[config.mk]
export PLATFORM = sky130hd
export DESIGN_NAME = tmr_block
export DESIGN_NICKNAME = d
export VERILOG_FILES = /design/src/rtl/tmr_pkg.sv /design/src/rtl/tmr_tick_sel.sv /design/src/rtl/tmr_channel.sv /design/src/rtl/tmr_block.sv
export SDC_FILE = /design/constraint.sdc
export NUM_CORES = 1
export LEC_CHECK = 0
export BUFFER_PORTS_ARGS = -buffer_cell sky130_fd_sc_hd__buf_2
export CAP_MARGIN = 5
export CORE_AREA = 2 2 200 143
export CTS_BUF_LIST = sky130_fd_sc_hd__clkbuf_4 sky130_fd_sc_hd__clkbuf_8
export DETAILED_ROUTE_END_ITERATION = 6
export DIE_AREA = 0 0 202 145
export HOLD_SLACK_MARGIN = 0.12
export MAX_ROUTING_LAYER = met4
export PLACE_DENSITY = 0.8
export SLEW_MARGIN = 20
export SYNTH_ARGS = -nofsm -noshare
export SYNTH_HDL_FRONTEND = slang
export SYNTH_SLANG_ARGS = --single-unit
export TNS_END_PERCENT = 50
[constraint.sdc]
create_clock -name clk -period 7.45 [get_ports clk]
set_clock_uncertainty 0.2 [all_clocks]
set_input_delay 1.49 -clock clk [delete_from_list [all_inputs] [get_ports clk]]
set_output_delay 1.49 -clock clk [all_outputs]
set_load 0.005 [all_outputs]
[src/rtl/tmr_pkg.sv]
package tmr_pkg;

    typedef enum logic [1:0] {
        OP_WR  = 2'd0,
        OP_SET = 2'd1,
        OP_CLR = 2'd2,
        OP_TOG = 2'd3
    } wr_op_e;

    typedef enum logic [1:0] {
        ST_IDLE = 2'd0,
        ST_RUN  = 2'd1,
        ST_DONE = 2'd2
    } ch_state_e;

    localparam int BIT_RELOAD = 6;
    localparam int BIT_UPDATE = 7;
    localparam int BIT_IE     = 14;
    localparam int BIT_FLAG   = 15;
    localparam int BIT_FREEZE = 30;
    localparam int BIT_HOLD   = 31;

    localparam logic [3:0]  SEL_ALWAYS = 4'hF;
    localparam logic [3:0]  SEL_SLOW   = 4'hB;
    localparam logic [31:0] CTRL_MASK  = 32'h0000_C0CF;
    localparam logic [31:0] BLK_MASK   = 32'hC000_0000;

    function automatic logic [31:0] wmerge(input wr_op_e op,
                                           input logic [31:0] cur,
                                           input logic [31:0] wd);
        logic [31:0] r;
        unique case (op)
            OP_WR:   r = wd;
            OP_SET:  r = cur | wd;
            OP_CLR:  r = cur & ~wd;
            OP_TOG:  r = cur ^ wd;
            default: r = cur;
        endcase
        return r;
    endfunction

endpackage

[src/rtl/tmr_tick_sel.sv]
module tmr_tick_sel
    import tmr_pkg::*;
(
    input  logic [3:0] sel,
    input  logic       slow_tick,
    input  logic       freeze,
    output logic       tick
);

    always_comb begin
        tick = 1'b0;
        if (!freeze) begin
            if (sel == SEL_ALWAYS)
                tick = 1'b1;
            else if (sel == SEL_SLOW)
                tick = slow_tick;
        end
    end

endmodule

[src/rtl/tmr_channel.sv]
module tmr_channel
    import tmr_pkg::*;
#(
    parameter int CNT_W = 32
) (
    input  logic             clk,
    input  logic             rst_n,
    input  logic             hold_clr,
    input  logic             freeze,
    input  logic             slow_tick,
    input  logic             ctrl_we,
    input  logic [31:0]      ctrl_wval,
    input  logic             fix_we,
    input  logic [CNT_W-1:0] fix_wval,
    output logic [31:0]      ctrl_q,
    output logic [CNT_W-1:0] fix_q,
    output logic [CNT_W-1:0] cnt_q,
    output logic             irq
);

    localparam logic [CNT_W-1:0] ONE  = CNT_W'(1);
    localparam logic [CNT_W-1:0] ZERO = '0;

    ch_state_e        st_q, st_d;
    logic [CNT_W-1:0] cnt_d, fix_d;
    logic [31:0]      ctl_d;
    logic             tick, load, hit, reload;

    tmr_tick_sel u_tick (
        .sel       (ctrl_q[3:0]),
        .slow_tick (slow_tick),
        .freeze    (freeze),
        .tick      (tick)
    );

    assign reload = ctrl_q[BIT_RELOAD];
    assign load   = fix_we && ctrl_q[BIT_UPDATE];

    // State register
    always_ff @(posedge clk or negedge rst_n) begin
        if (!rst_n) begin
            st_q   <= ST_IDLE;
            cnt_q  <= '0;
            fix_q  <= '0;
            ctrl_q <= '0;
        end else begin
            st_q   <= st_d;
            cnt_q  <= cnt_d;
            fix_q  <= fix_d;
            ctrl_q <= ctl_d;
        end
    end

    // Next state and counter
    always_comb begin
        st_d  = st_q;
        cnt_d = cnt_q;
        hit   = 1'b0;
        if (hold_clr) begin
            st_d  = ST_IDLE;
            cnt_d = ZERO;
        end else if (load) begin
            st_d  = ST_RUN;
            cnt_d = fix_wval;
        end else if (tick) begin
            unique case (st_q)
                ST_RUN: begin
                    if (cnt_q > ONE) begin
                        cnt_d = cnt_q - ONE;
                    end else if (cnt_q == ONE) begin
                        cnt_d = ZERO;
                        hit   = 1'b1;
                        if (!reload) st_d = ST_DONE;
                    end else if (reload) begin
                        cnt_d = fix_q;
                        hit   = (fix_q == ZERO);
                    end else begin
                        hit  = 1'b1;
                        st_d = ST_DONE;
                    end
                end
                ST_IDLE, ST_DONE: begin
                    if (reload) begin
                        cnt_d = fix_q;
                        st_d  = ST_RUN;
                    end
                end
                default: st_d = ST_IDLE;
            endcase
        end
    end

    // Register contents and outputs
    always_comb begin
        ctl_d = ctrl_we ? (ctrl_wval & CTRL_MASK) : ctrl_q;
        if (hold_clr)
            ctl_d[BIT_FLAG] = 1'b0;
        else if (hit)
            ctl_d[BIT_FLAG] = 1'b1;
        fix_d = fix_we ? fix_wval : fix_q;
        irq   = ctrl_q[BIT_FLAG] & ctrl_q[BIT_IE];
    end

    p_dec_one_r2: assert property (@(posedge clk) disable iff (!rst_n)
        (st_q == ST_RUN && tick && !load && !hold_clr && cnt_q > ONE)
        |=> (cnt_q == $past(cnt_q) - ONE));

    p_reload_r3: assert property (@(posedge clk) disable iff (!rst_n)
        (st_q == ST_RUN && tick && reload && cnt_q == ZERO && !load && !hold_clr)
        |=> (cnt_q == $past(fix_q)));

    p_update_load_r4: assert property (@(posedge clk) disable iff (!rst_n)
        (load && !hold_clr) |=> (cnt_q == $past(fix_wval)));

    p_flag_sticky_r5: assert property (@(posedge clk) disable iff (!rst_n)
        (ctrl_q[BIT_FLAG] && !ctrl_we && !hold_clr) |=> ctrl_q[BIT_FLAG]);

    p_stop_at_zero_r6: assert property (@(posedge clk) disable iff (!rst_n)
        (st_q == ST_DONE && !hold_clr && !load && !(tick && reload))
        |=> $stable(cnt_q));

    p_hit_beats_clear_r8: assert property (@(posedge clk) disable iff (!rst_n)
        (hit && !hold_clr) |=> ctrl_q[BIT_FLAG]);

    p_hold_clears_r10: assert property (@(posedge clk) disable iff (!rst_n)
        hold_clr |=> (cnt_q == ZERO && !ctrl_q[BIT_FLAG] && st_q == ST_IDLE));

endmodule

[src/rtl/tmr_block.sv]
module tmr_block
    import tmr_pkg::*;
#(
    parameter int NUM_CH    = 2,
    parameter int CNT_W     = 32,
    parameter int ADDR_W    = 8,
    parameter int VER_MAJOR = 2,
    parameter int VER_OFS   = 'hF0
) (
    input  logic              clk,
    input  logic              rst_n,
    input  logic              slow_tick,
    input  logic              bus_we,
    input  logic [ADDR_W-1:0] bus_addr,
    input  logic [31:0]       bus_wdata,
    output logic [31:0]       bus_rdata,
    output logic [NUM_CH-1:0] irq
);

    localparam int          CH_STRIDE = 'h40;
    localparam int          OFS_CTRL  = 'h20;
    localparam int          OFS_RUN   = 'h30;
    localparam int          OFS_FIX   = 'h40;
    localparam logic [31:0] VER_VAL   = 32'(VER_MAJOR) << 24;

    function automatic logic [ADDR_W-1:0] ch_ofs(input int base_ofs, input int ch);
        return ADDR_W'(base_ofs + ch * CH_STRIDE);
    endfunction

    wr_op_e            op;
    logic [ADDR_W-1:0] base;
    logic [31:0]       blk_q;

    logic [31:0]      ch_ctrl [NUM_CH];
    logic [CNT_W-1:0] ch_fix  [NUM_CH];
    logic [CNT_W-1:0] ch_cnt  [NUM_CH];

    assign op   = wr_op_e'(bus_addr[3:2]);
    assign base = {bus_addr[ADDR_W-1:4], 4'b0000};

    always_ff @(posedge clk or negedge rst_n) begin
        if (!rst_n)
            blk_q <= '0;
        else if (bus_we && base == '0)
            blk_q <= wmerge(op, blk_q, bus_wdata) & BLK_MASK;
    end

    for (genvar g = 0; g < NUM_CH; g++) begin : g_ch
        logic        ctrl_we, fix_we;
        logic [31:0] ctrl_wval, fix_full;

        assign ctrl_we   = bus_we && (base == ch_ofs(OFS_CTRL, g));
        assign fix_we    = bus_we && (base == ch_ofs(OFS_FIX, g));
        assign ctrl_wval = wmerge(op, ch_ctrl[g], bus_wdata);
        assign fix_full  = wmerge(op, 32'(ch_fix[g]), bus_wdata);

        tmr_channel #(.CNT_W(CNT_W)) u_ch (
            .clk       (clk),
            .rst_n     (rst_n),
            .hold_clr  (blk_q[BIT_HOLD]),
            .freeze    (blk_q[BIT_FREEZE]),
            .slow_tick (slow_tick),
            .ctrl_we   (ctrl_we),
            .ctrl_wval (ctrl_wval),
            .fix_we    (fix_we),
            .fix_wval  (fix_full[CNT_W-1:0]),
            .ctrl_q    (ch_ctrl[g]),
            .fix_q     (ch_fix[g]),
            .cnt_q     (ch_cnt[g]),
            .irq       (irq[g])
        );
    end

    always_comb begin
        bus_rdata = '0;
        if (base == '0)
            bus_rdata = blk_q;
        else if (base == ADDR_W'(VER_OFS))
            bus_rdata = VER_VAL;
        for (int i = 0; i < NUM_CH; i++) begin
            if (base == ch_ofs(OFS_CTRL, i)) bus_rdata = ch_ctrl[i];
            if (base == ch_ofs(OFS_RUN, i))  bus_rdata = 32'(ch_cnt[i]);
            if (base == ch_ofs(OFS_FIX, i))  bus_rdata = 32'(ch_fix[i]);
        end
    end

    p_irq_needs_flag_r5: assert property (@(posedge clk) disable iff (!rst_n)
        (irq[0] |-> ch_ctrl[0][BIT_FLAG]));

endmodule

# Word-level counts from Yosys, hierarchy flattened
# Index checks and enable logic that the tools add are counted.
[totals]
wordCells = 151
reg_bits = 150
[classes]
n_bitwise = 18
n_addsub = 2
eq_ne = 26
n_mux = 67
reduce_logical = 25
order_cmp = 2
[ops]
columns = ["op", "n"]
rows = [
  ["$mux 32", 19],
  ["$pmux 32 s4", 3],
  ["$pmux 16 s4", 2],
  ["$pmux 32 s2", 2],
  ["$and 32x32->32", 3],
  ["$or 32x32->32", 3],
  ["$xor 32x32->32", 3],
  ["$eq 32x1->1 const B", 2],
  ["$gt 32x1->1 const B", 2],
  ["$logic_not 32->1", 2],
  ["$sub 32x1->32 const B", 2],
  ["$and 16x16->16", 2],
  ["$mux 16", 2],
  ["$not 32->32", 1],
  ["$or 16x16->16", 2],
  ["$xor 16x16->16", 2],
  ["$mux 26", 1],
  ["$eq 4x4->1 const B", 6],
  ["$mux 1", 24],
  ["$mux 2", 12],
  ["$eq 4x3->1 const B", 3],
  ["$reduce_bool 3->1", 4],
  ["$eq 2x2->1 const B", 4],
  ["$eq 4x2->1 const B", 2],
  ["13 further kinds", 32],
]

# Longest topological paths before layout
# Gate-level depths: netlist (run 1).
[logic_depth]
depth_word = 10
depth_mapped = 11

# Hierarchy
# Synthesis (run 1) repeated with hierarchy kept, for this count alone.
[unflattened]
cells_unflattened = 2418
area_unflattened_um2 = 19037.0
[modules_own_cells]
columns = ["module", "cells_per_inst", "n_inst", "area_each_um2"]
rows = [
  ["tmr_block", 1307, 1, 8758.4],
  ["tmr_channel (g_ch[0].u_ch)", 549, 1, 5172.5],
  ["tmr_channel (g_ch[1].u_ch)", 556, 1, 5073.6],
  ["tmr_tick_sel", 3, 2, 16.3],
]

# Worst setup path before layout (run 1)
# OpenSTA, ideal clock, no wires.
[synth_timing]
path_type = "input-to-output"
from = "input port bus_addr[4]"
to = "output port bus_rdata[19]"
setup_slack_ns = 2.728
n_path_buf = 3
arrival_time_ns = 3.032
stages = 7
cell_sequence = "buf_1 -> nand2_1 -> nor3_1 -> clkbuf_1 -> clkbuf_1 -> a22oi_1 -> a31oi_1"
[synth_via]
elab_chain_len = 8
word_cells_on_any_way = 14
[synth_rtl]
columns = ["item", "line_no", "rtl"]
rows = [
  ["from (decl)", "tmr_block.sv:14", "input logic [ADDR_W-1:0] bus_addr,"],
  ["$logic_not 8->1", "tmr_block.sv:76", "if (base == '0)"],
  ["$mux 32", "tmr_block.sv:76", ""],
  ["$mux 32", "tmr_block.sv:81", "if (base == ch_ofs(OFS_CTRL, i)) bus_rdata = ch_ctrl[i];"],
  ["$mux 32", "tmr_block.sv:82", "if (base == ch_ofs(OFS_RUN, i)) bus_rdata = 32'(ch_cnt[i]);"],
  ["$mux 32", "tmr_block.sv:83", "if (base == ch_ofs(OFS_FIX, i)) bus_rdata = 32'(ch_fix[i]);"],
  ["$mux 32", "tmr_block.sv:81", ""],
  ["$mux 32", "tmr_block.sv:82", ""],
  ["$mux 32 *", "tmr_block.sv:83", ""],
  ["to (decl)", "tmr_block.sv:16", "output logic [31:0] bus_rdata,"],
]
# Every way passes the cells marked *; elsewhere a longest branch is shown, timed or not.

# Final worst setup path (run 1)
[layout_timing]
from = "input port bus_addr[4]"
to = "output port bus_rdata[20]"
# Same word-level chain as after synthesis.

==> impl_metrics.py, run 1 <==
metrics = {
    "hold_path": {
        "hold_path.class": "flip-flop to flip-flop",
    },
    "floorplan": {
        "start_util_pct": 54.53,
        "num_rows": 51,
        "core_area_sq_um": 27380,
        "die-area_sq_um": 29290,
        "die_x_um": 202,
        "ios": 78,
        "die-height_um": 145,
    },
    "sta": {
        "finalHoldViolCount": 0,
        "setup_tns_ns": 0,
        "report.final.slew_viol_count": 0,
        "fmax_mhz": 184.2,
        "slew_headroom_pct": 17.71,
        "setup_violations": 0,
        "fin_crit_ns": 5.429,
        "rsz0062_at_grt": "false",
        "worst_pin_slew_ns": 1.223,
        "final.period_utilization_pct": 72.87,
    },
    "clock_network": {
        "insertion_delay_ns": 0.51,
        "htreeDepth": 4,
        "clkSlewWorstSetupHoldPaths_ns": 0.08,
        "clockBufferDepth": 2,
        "post_cts_buffers": 0,
        "cts.sinks": 150,
        "cts_root_buf": "clkbuf_8",
        "cts_resized": 0,
        "cts_tree": "built",
        "cts_buffers": 17,
        "hold_buffers": 0,
    },
    "synth": {
        "syn_nets": 2101,
        "syn_inst": 1889,
        "synthFlopType": "dfrtp_1",
        "yosysWarnings": 0,
        "ys_seq_elements": 150,
        "yosys-top-cells-area": "dfrtp_1 25%, ha_1 14%, a21oi_1 6.0%",
        "ys_types": 81,
        "synth.avg_cell_area_sq_um": 7.903,
        "synth_top_area_share_pct": 25.14,
        "ys_async_sr_fraction_pct": 100.0,
        "synth.yosys.seq_area_share_pct": 25.14,
        "synth.largest_area_cell": "dfrtp_1",
        "netlist_area_sq_um": 14930,
        "synth_edf_count": 0,
    },
    "pwr": {
        "irDropWorstVdd_mv": 0.1172,
        "p_leak_nw": 7.307,
        "p_per_area_nw_per_um2": 210.4,
    },
    "detailed_routing": {
        "drc": 0,
        "postRouteWirelength_mm": 52.46,
        "post_drt_wl_per_cell_um": 23.36,
        "drtIter0Drc": 2193,
        "viasPerCell": 6.855,
        "first_pass_iters": 5,
        "antenna_left": 0,
        "vias": 15396,
    },
    "finish": {
        "fillers": 2507,
        "utilization_pct": 57.88,
        "finalInstanceArea_sq_um": 15840,
        "nets": 2073,
        "final_cell_mix": "180 x a21oi_1, 175 x nor2_1, 168 x ha_1, 160 x inv_1, 151 x o21ai_0",
        "layout_commonest_cell": "a21oi_1",
        "area_growth_pct": 6.135,
        "drive_above_1_share_pct": 10.62,
    },
    "placed_design": {
        "place_area_sq_um": 15400,
        "port_buffers": 75,
        "gp_congestion": 1.005,
        "hpwl_mm": 37.05,
    },
    "run_status": {
        "outcome": "completed",
    },
    "global_route": {
        "antenna_found_initial": 2,
        "overflow": 0,
        "grt_max_degree": 125,
        "track_usage_pct": 36.50,
        "grt_pass1_wl_mm": 81.58,
        "grt_pass1_vias": 14220,
    },
    "setup_path": {
        "cp_max_fo": 28,
        "end_kind": "output pin",
        "criticalPathCategory": "input port to output pin",
        "worstPathArrival_ns": 3.74,
        "worstPathRequired_ns": 5.76,
        "start_kind": "input port",
    },
    "flow_run": {
        "cap_violations": 0,
    },
}
==> critical path, stage by stage <==
cell	delay [ns]
buf_2	0.16
nor2_1	0.39
nand2_1	0.73
buf_4	0.46
a31oi_1	0.29
buf_2	0.18
==> final timing paths <==
path	startpoint	endpoint	slack, ns	depth (start not counted)
worst max register to register	g_ch[0].u_ch.cnt_q[19]	g_ch[0].u_ch.cnt_q[22]	3.17	7
worst min register to register	g_ch[1].u_ch.cnt_q[15]	g_ch[1].u_ch.cnt_q[15]	0.37	1
max in group asynchronous	rst_n	g_ch[1].u_ch.fix_q[27]	4.64	2
min in group asynchronous	rst_n	g_ch[0].u_ch.fix_q[2]	0.83	1
worst min-delay path	g_ch[1].u_ch.cnt_q[15]	g_ch[1].u_ch.cnt_q[15]	0.37	1
worst max-delay path	bus_addr[4]	bus_rdata[20]	2.02	6
==> metrics by stage <==
stage / hold slack (ns) / power (mW) / instances / worst slack, ns
final: 0.3732 / 3.333 / 2246 / 2.021
after CTS: 0.3691 / 3.269 / 2244 / 1.946
after detailed placement: 0.3514 / 2.546 / 2213 / 1.984
after floorplan: 0.2992 / 2.108 / 1889 / 2.728
after global routing: 0.3708 / 3.508 / 2246 / 1.933
after global placement: 0.3422 / 2.467 / 2213 / 2.047
==> cells in the mapped netlist, drive strengths merged (34+ instances only) <==
library cell	count
a21oi	180
nor2	176
ha	168
inv	160
o21ai	156
dfrtp	150
nand2	148
clkbuf	112
mux2i	58
a31oi	43
nand3	41
buf	40
nor4	39
nor3	35
a22oi	34
==> flip-flops by register name, summed over array words and instances (netlist names) <==
| register | flops |
|---|---|
| blk_q | 2 |
| g_ch.u_ch.cnt_q | 64 |
| g_ch.u_ch.ctrl_q | 16 |
| g_ch.u_ch.fix_q | 64 |
| g_ch.u_ch.st_q | 4 |
==> kinds of logic (layout without fill, tap and decap cells) <==
family,Yosys count,count (layout),synth area share (%)
adder cells (fa/ha/maj),168,168,14.08
buffers and inverters,314,298,8.507
flip-flops,150,150,25.14
multiplexers,87,87,7.837
AO/OA/AOI/OAI,617,617,26.46
XOR/XNOR,22,22,1.291
other,0,2,0
AND/OR/NAND/NOR,531,531,16.68
==> power breakdown <==
part | switching (mW) | internal [mW] | leakage, nW | total (mW)
combinational | 0.880 | 0.537 | 5.18 | 1.42
sequential | 0.247 | 0.934 | 1.91 | 1.18
clock | 0.358 | 0.376 | 0.217 | 0.735
==> layout make-up <==
| type | instances | area (sq um) | area share, % |
|---|---|---|---|
| Tap cell | 371 | 464.2 | 2.930 |
| Multi-Input combinational cell | 1425 | 9951 | 62.81 |
| Clock buffer | 23 | 310.3 | 1.958 |
| Antenna cell | 2 | 5.005 | 0.03159 |
| Sequential cell | 150 | 3754 | 23.69 |
| Inverter | 161 | 604.3 | 3.814 |
| Clock inverter | 8 | 120.1 | 0.7581 |
| Timing Repair Buffer | 106 | 635.6 | 4.012 |
==> per-layer routing <==
metal / vias up / wire (um) / GRT usage [%]
met5: - / 0 / -
met3: 152 / 6226 / 7.390
li1: 6773 / - / -
met1: 7410 / 21390 / 49.91
met2: 1061 / 22620 / 52.54
met4: 0 / 2226 / 15.29
Note: power is estimated with default switching activity, not from simulation.
==> run 2: changes to the inputs <==
--- a/config.mk
+++ b/config.mk
@@ -5,12 +5,13 @@
 export SDC_FILE = /design/constraint.sdc
 export NUM_CORES = 1
 export LEC_CHECK = 0
+export ABC_AREA = 1
 export BUFFER_PORTS_ARGS = -buffer_cell sky130_fd_sc_hd__buf_2
 export CAP_MARGIN = 5
-export CORE_AREA = 2 2 200 143
+export CORE_AREA = 2 2 203 145
 export CTS_BUF_LIST = sky130_fd_sc_hd__clkbuf_4 sky130_fd_sc_hd__clkbuf_8
 export DETAILED_ROUTE_END_ITERATION = 6
-export DIE_AREA = 0 0 202 145
+export DIE_AREA = 0 0 205 147
 export HOLD_SLACK_MARGIN = 0.12
 export MAX_ROUTING_LAYER = met4
 export PLACE_DENSITY = 0.8
==> constraint.sdc (replaced) <==
create_clock -name clk -period 5.35 [get_ports clk]
set_clock_uncertainty 0.2 [all_clocks]
set_input_delay 1.07 -clock clk [delete_from_list [all_inputs] [get_ports clk]]
set_output_delay 1.07 -clock clk [all_outputs]
set_load 0.005 [all_outputs]
==> run 2 against run 1 <==
  * The run now ends with DRC left
  * Critical path depth rose by 2
  * Clock power up 46%
  * Flip-flop and latch count did not move
  * Final cell count up 21%
  * Routed wire length increased by 1.8%
  * Hold slack got worse by 0.059 ns
  * Cell area increased by 2.7%
  * Sequential share of layout area down 0.60 points
  * Die area up 2.9%
  * Clock-buffer cell count decreased by 1
  * Via count increased by 9.2%
  * Highest routed layer unchanged
==> impl_metrics.py, run 2 <==
metrics = {
    "finish": {
        "drive_above_1_share_pct": 9.130,
        "area_growth_pct": 5.984,
        "multi_input_area_sq_um": 10070,
        "instances_no_fill": 2711,
        "layout_commonest_cell": "nand2_1",
        "final_cell_mix": "623 x nand2_1, 303 x o21ai_0, 242 x inv_1, 198 x nor2_1, 168 x ha_1",
        "fillers": 2734,
        "top_regs": "g_ch.u_ch.cnt_q (64), g_ch.u_ch.fix_q (64), g_ch.u_ch.ctrl_q (16)",
        "regArea_sq_um": 3756,
        "nets": 2533,
        "finalInstanceArea_sq_um": 16270,
        "insertedDiodeCount": 0,
    },
    "placed_design": {
        "dpl.cell_count": 2680,
        "hpwl_mm": 39.51,
        "place_area_sq_um": 15820,
        "port_buffers": 75,
        "gp_congestion": 1.007,
    },
    "synth": {
        "syn_inst": 2322,
        "synth_edf_count": 0,
        "ys_types": 46,
        "yosysWarnings": 0,
        "synth.largest_area_cell": "dfrtp_1",
        "synth.yosys.seq_area_share_pct": 24.46,
        "synth_top_area_share_pct": 24.46,
        "synthFlopType": "dfrtp_1",
        "ys_async_sr_fraction_pct": 100.0,
        "yosysMostFrequentCell": "nand2_1",
        "netlist_area_sq_um": 15350,
        "syn_nets": 2534,
        "synth.avg_cell_area_sq_um": 6.610,
        "netlist_top_cells_count": "623 x nand2_1, 303 x o21ai_0, 245 x inv_1, 198 x nor2_1, 168 x ha_1",
        "yosys-top-cells-area": "dfrtp_1 24%, nand2_1 15%, ha_1 14%",
        "ys_seq_elements": 150,
    },
    "pwr": {
        "power_mw": 7.214,
        "p_per_area_nw_per_um2": 443.5,
        "p_leak_nw": 8.059,
        "irDropWorstVdd_mv": 0.2388,
    },
    "clock_network": {
        "hold_buffers": 0,
        "clkSlewWorstSetupHoldPaths_ns": 0.09,
        "insertion_delay_ns": 0.51,
        "post_cts_buffers": 0,
        "clockBufferDepth": 2,
        "cts_resized": 0,
        "cts_root_buf": "clkbuf_8",
        "cts_buffers": 17,
        "htreeDepth": 4,
        "cts.sinks": 150,
        "cts_tree": "built",
    },
    "detailed_routing": {
        "vias": 16811,
        "drt-met1-wl_mm": 22.14,
        "drtIter0Drc": 2072,
        "drc": 1,
        "met3_length_mm": 6.143,
        "first_pass_iters": 7,
        "post_drt_wl_per_cell_um": 19.70,
        "postRouteWirelength_mm": 53.42,
        "antenna_left": 0,
        "wl_met2_mm": 23.40,
        "top_layer_used": "met4",
        "viasPerCell": 6.201,
    },
    "global_route": {
        "antenna_found_initial": 0,
        "track_usage_pct": 36.49,
        "grt_pass1_wl_mm": 83.66,
        "grt_pass1_vias": 15390,
        "overflow": 0,
        "grt_max_degree": 88,
    },
    "run_status": {
        "violations": "DRC",
        "outcome": "complete, but fails checks",
    },
    "setup_path": {
        "cp_max_fo": 30,
        "worstPathArrival_ns": 3.28,
        "start_kind": "input port",
        "criticalPathCategory": "input port to output pin",
        "end_kind": "output pin",
        "worstPathRequired_ns": 4.08,
    },
    "floorplan": {
        "die-height_um": 147,
        "num_rows": 52,
        "ios": 78,
        "die-area_sq_um": 30140,
        "start_util_pct": 54.11,
        "die_x_um": 205,
        "core_area_sq_um": 28370,
    },
    "hold_path": {
        "hold_path.class": "flip-flop to flip-flop",
    },
    "sta": {
        "worst_pin_slew_ns": 1.196,
        "report.final.slew_viol_count": 0,
        "slew_headroom_pct": 19.95,
        "setup_tns_ns": 0,
        "fin_crit_ns": 4.549,
        "setup_violations": 0,
        "rsz0062_at_grt": "false",
        "final.period_utilization_pct": 85.03,
        "fmax_mhz": 219.8,
        "finalHoldViolCount": 0,
    },
    "flow_run": {
        "cap_violations": 0,
    },
}
-- run 2: cell count changes in the layout (fill, tap and decap cells not counted), moves of 29 or more --
cell | previous run | this run
a31oi_1 | 43 | 7
a211oi_1 | 30 | 0
nor3_1 | 34 | 4
a21oi_1 | 180 | 68
nand3_1 | 38 | 114
a22oi_1 | 34 | 0
xor2_1 | 16 | 46
inv_1 | 160 | 242
o211ai_1 | 16 | 79
mux2i_1 | 58 | 0
nand2_1 | 148 | 623
nor4_1 | 38 | 9
o21ai_0 | 151 | 303
-- run 2: area by class of cell --
cell class / instances / share of cell area, %
Timing Repair Buffer: 98 / 3.484
Tap cell: 378 / 2.907
Inverter: 255 / 5.884
Clock inverter: 9 / 1.085
Clock buffer: 22 / 1.669
Multi-Input combinational cell: 1799 / 61.88
Sequential cell: 150 / 23.09
-- run 2: kinds of logic (layout without fill, tap and decap cells) --
kind of cell | count (synthesis) | in the layout | synth area share, %
AND/OR/NAND/NOR | 1021 | 1021 | 27.88
AO/OA/AOI/OAI | 564 | 564 | 21.38
buffers and inverters | 373 | 384 | 9.962
adder cells (fa/ha/maj) | 168 | 168 | 13.70
flip-flops | 150 | 150 | 24.46
XOR/XNOR | 46 | 46 | 2.625
-- run 2: path summary, 6_finish.rpt --
kind	from	slack [ns]	cells after the start	end
worst max-delay path	bus_addr[6]	0.80	8	bus_rdata[28]
worst min-delay path	g_ch[0].u_ch.cnt_q[31]	0.31	2	g_ch[0].u_ch.cnt_q[31]
worst max register to register	g_ch[0].u_ch.cnt_q[0]	2.44	11	g_ch[0].u_ch.cnt_q[26]
worst min register to register	g_ch[0].u_ch.cnt_q[31]	0.31	2	g_ch[0].u_ch.cnt_q[31]
max in group asynchronous	rst_n	3.59	2	g_ch[0].u_ch.fix_q[24]
min in group asynchronous	rst_n	0.44	1	g_ch[1].u_ch.cnt_q[1]
-- run 2: routing by layer --
metal | vias to the layer above | track usage [%]
met4 | 0 | 12.88
met3 | 140 | 7.143
li1 | 7658 | -
met1 | 7987 | 50.31
met2 | 1026 | 53.23
met5 | - | -
-- run 2: worst max-delay path, cell delays in order --
cell and delay, ns:
buf_2 0.16, inv_1 0.08, nor2_2 0.24, inv_1 0.10
nor2_1 0.28, inv_1 0.56, o211ai_1 0.57, buf_2 0.19
-- run 2: stage by stage --
| stage | hold slack (ns) | worst slack (ns) | util [%] |
|---|---|---|---|
| floorplan | 0.2652 | 2.045 | - |
| global placement | 0.2818 | 0.9981 | 55.76 |
| detailed placement | 0.2899 | 0.9687 | 55.76 |
| CTS | 0.3133 | 0.9630 | 57.34 |
| global route | 0.3516 | 0.8114 | 57.34 |
| finish | 0.3146 | 0.8008 | 57.34 |
-- run 2: power breakdown --
part	switching (mW)	internal [mW]
sequential	0.504	1.48
clock	0.497	0.577
combinational	2.86	1.29
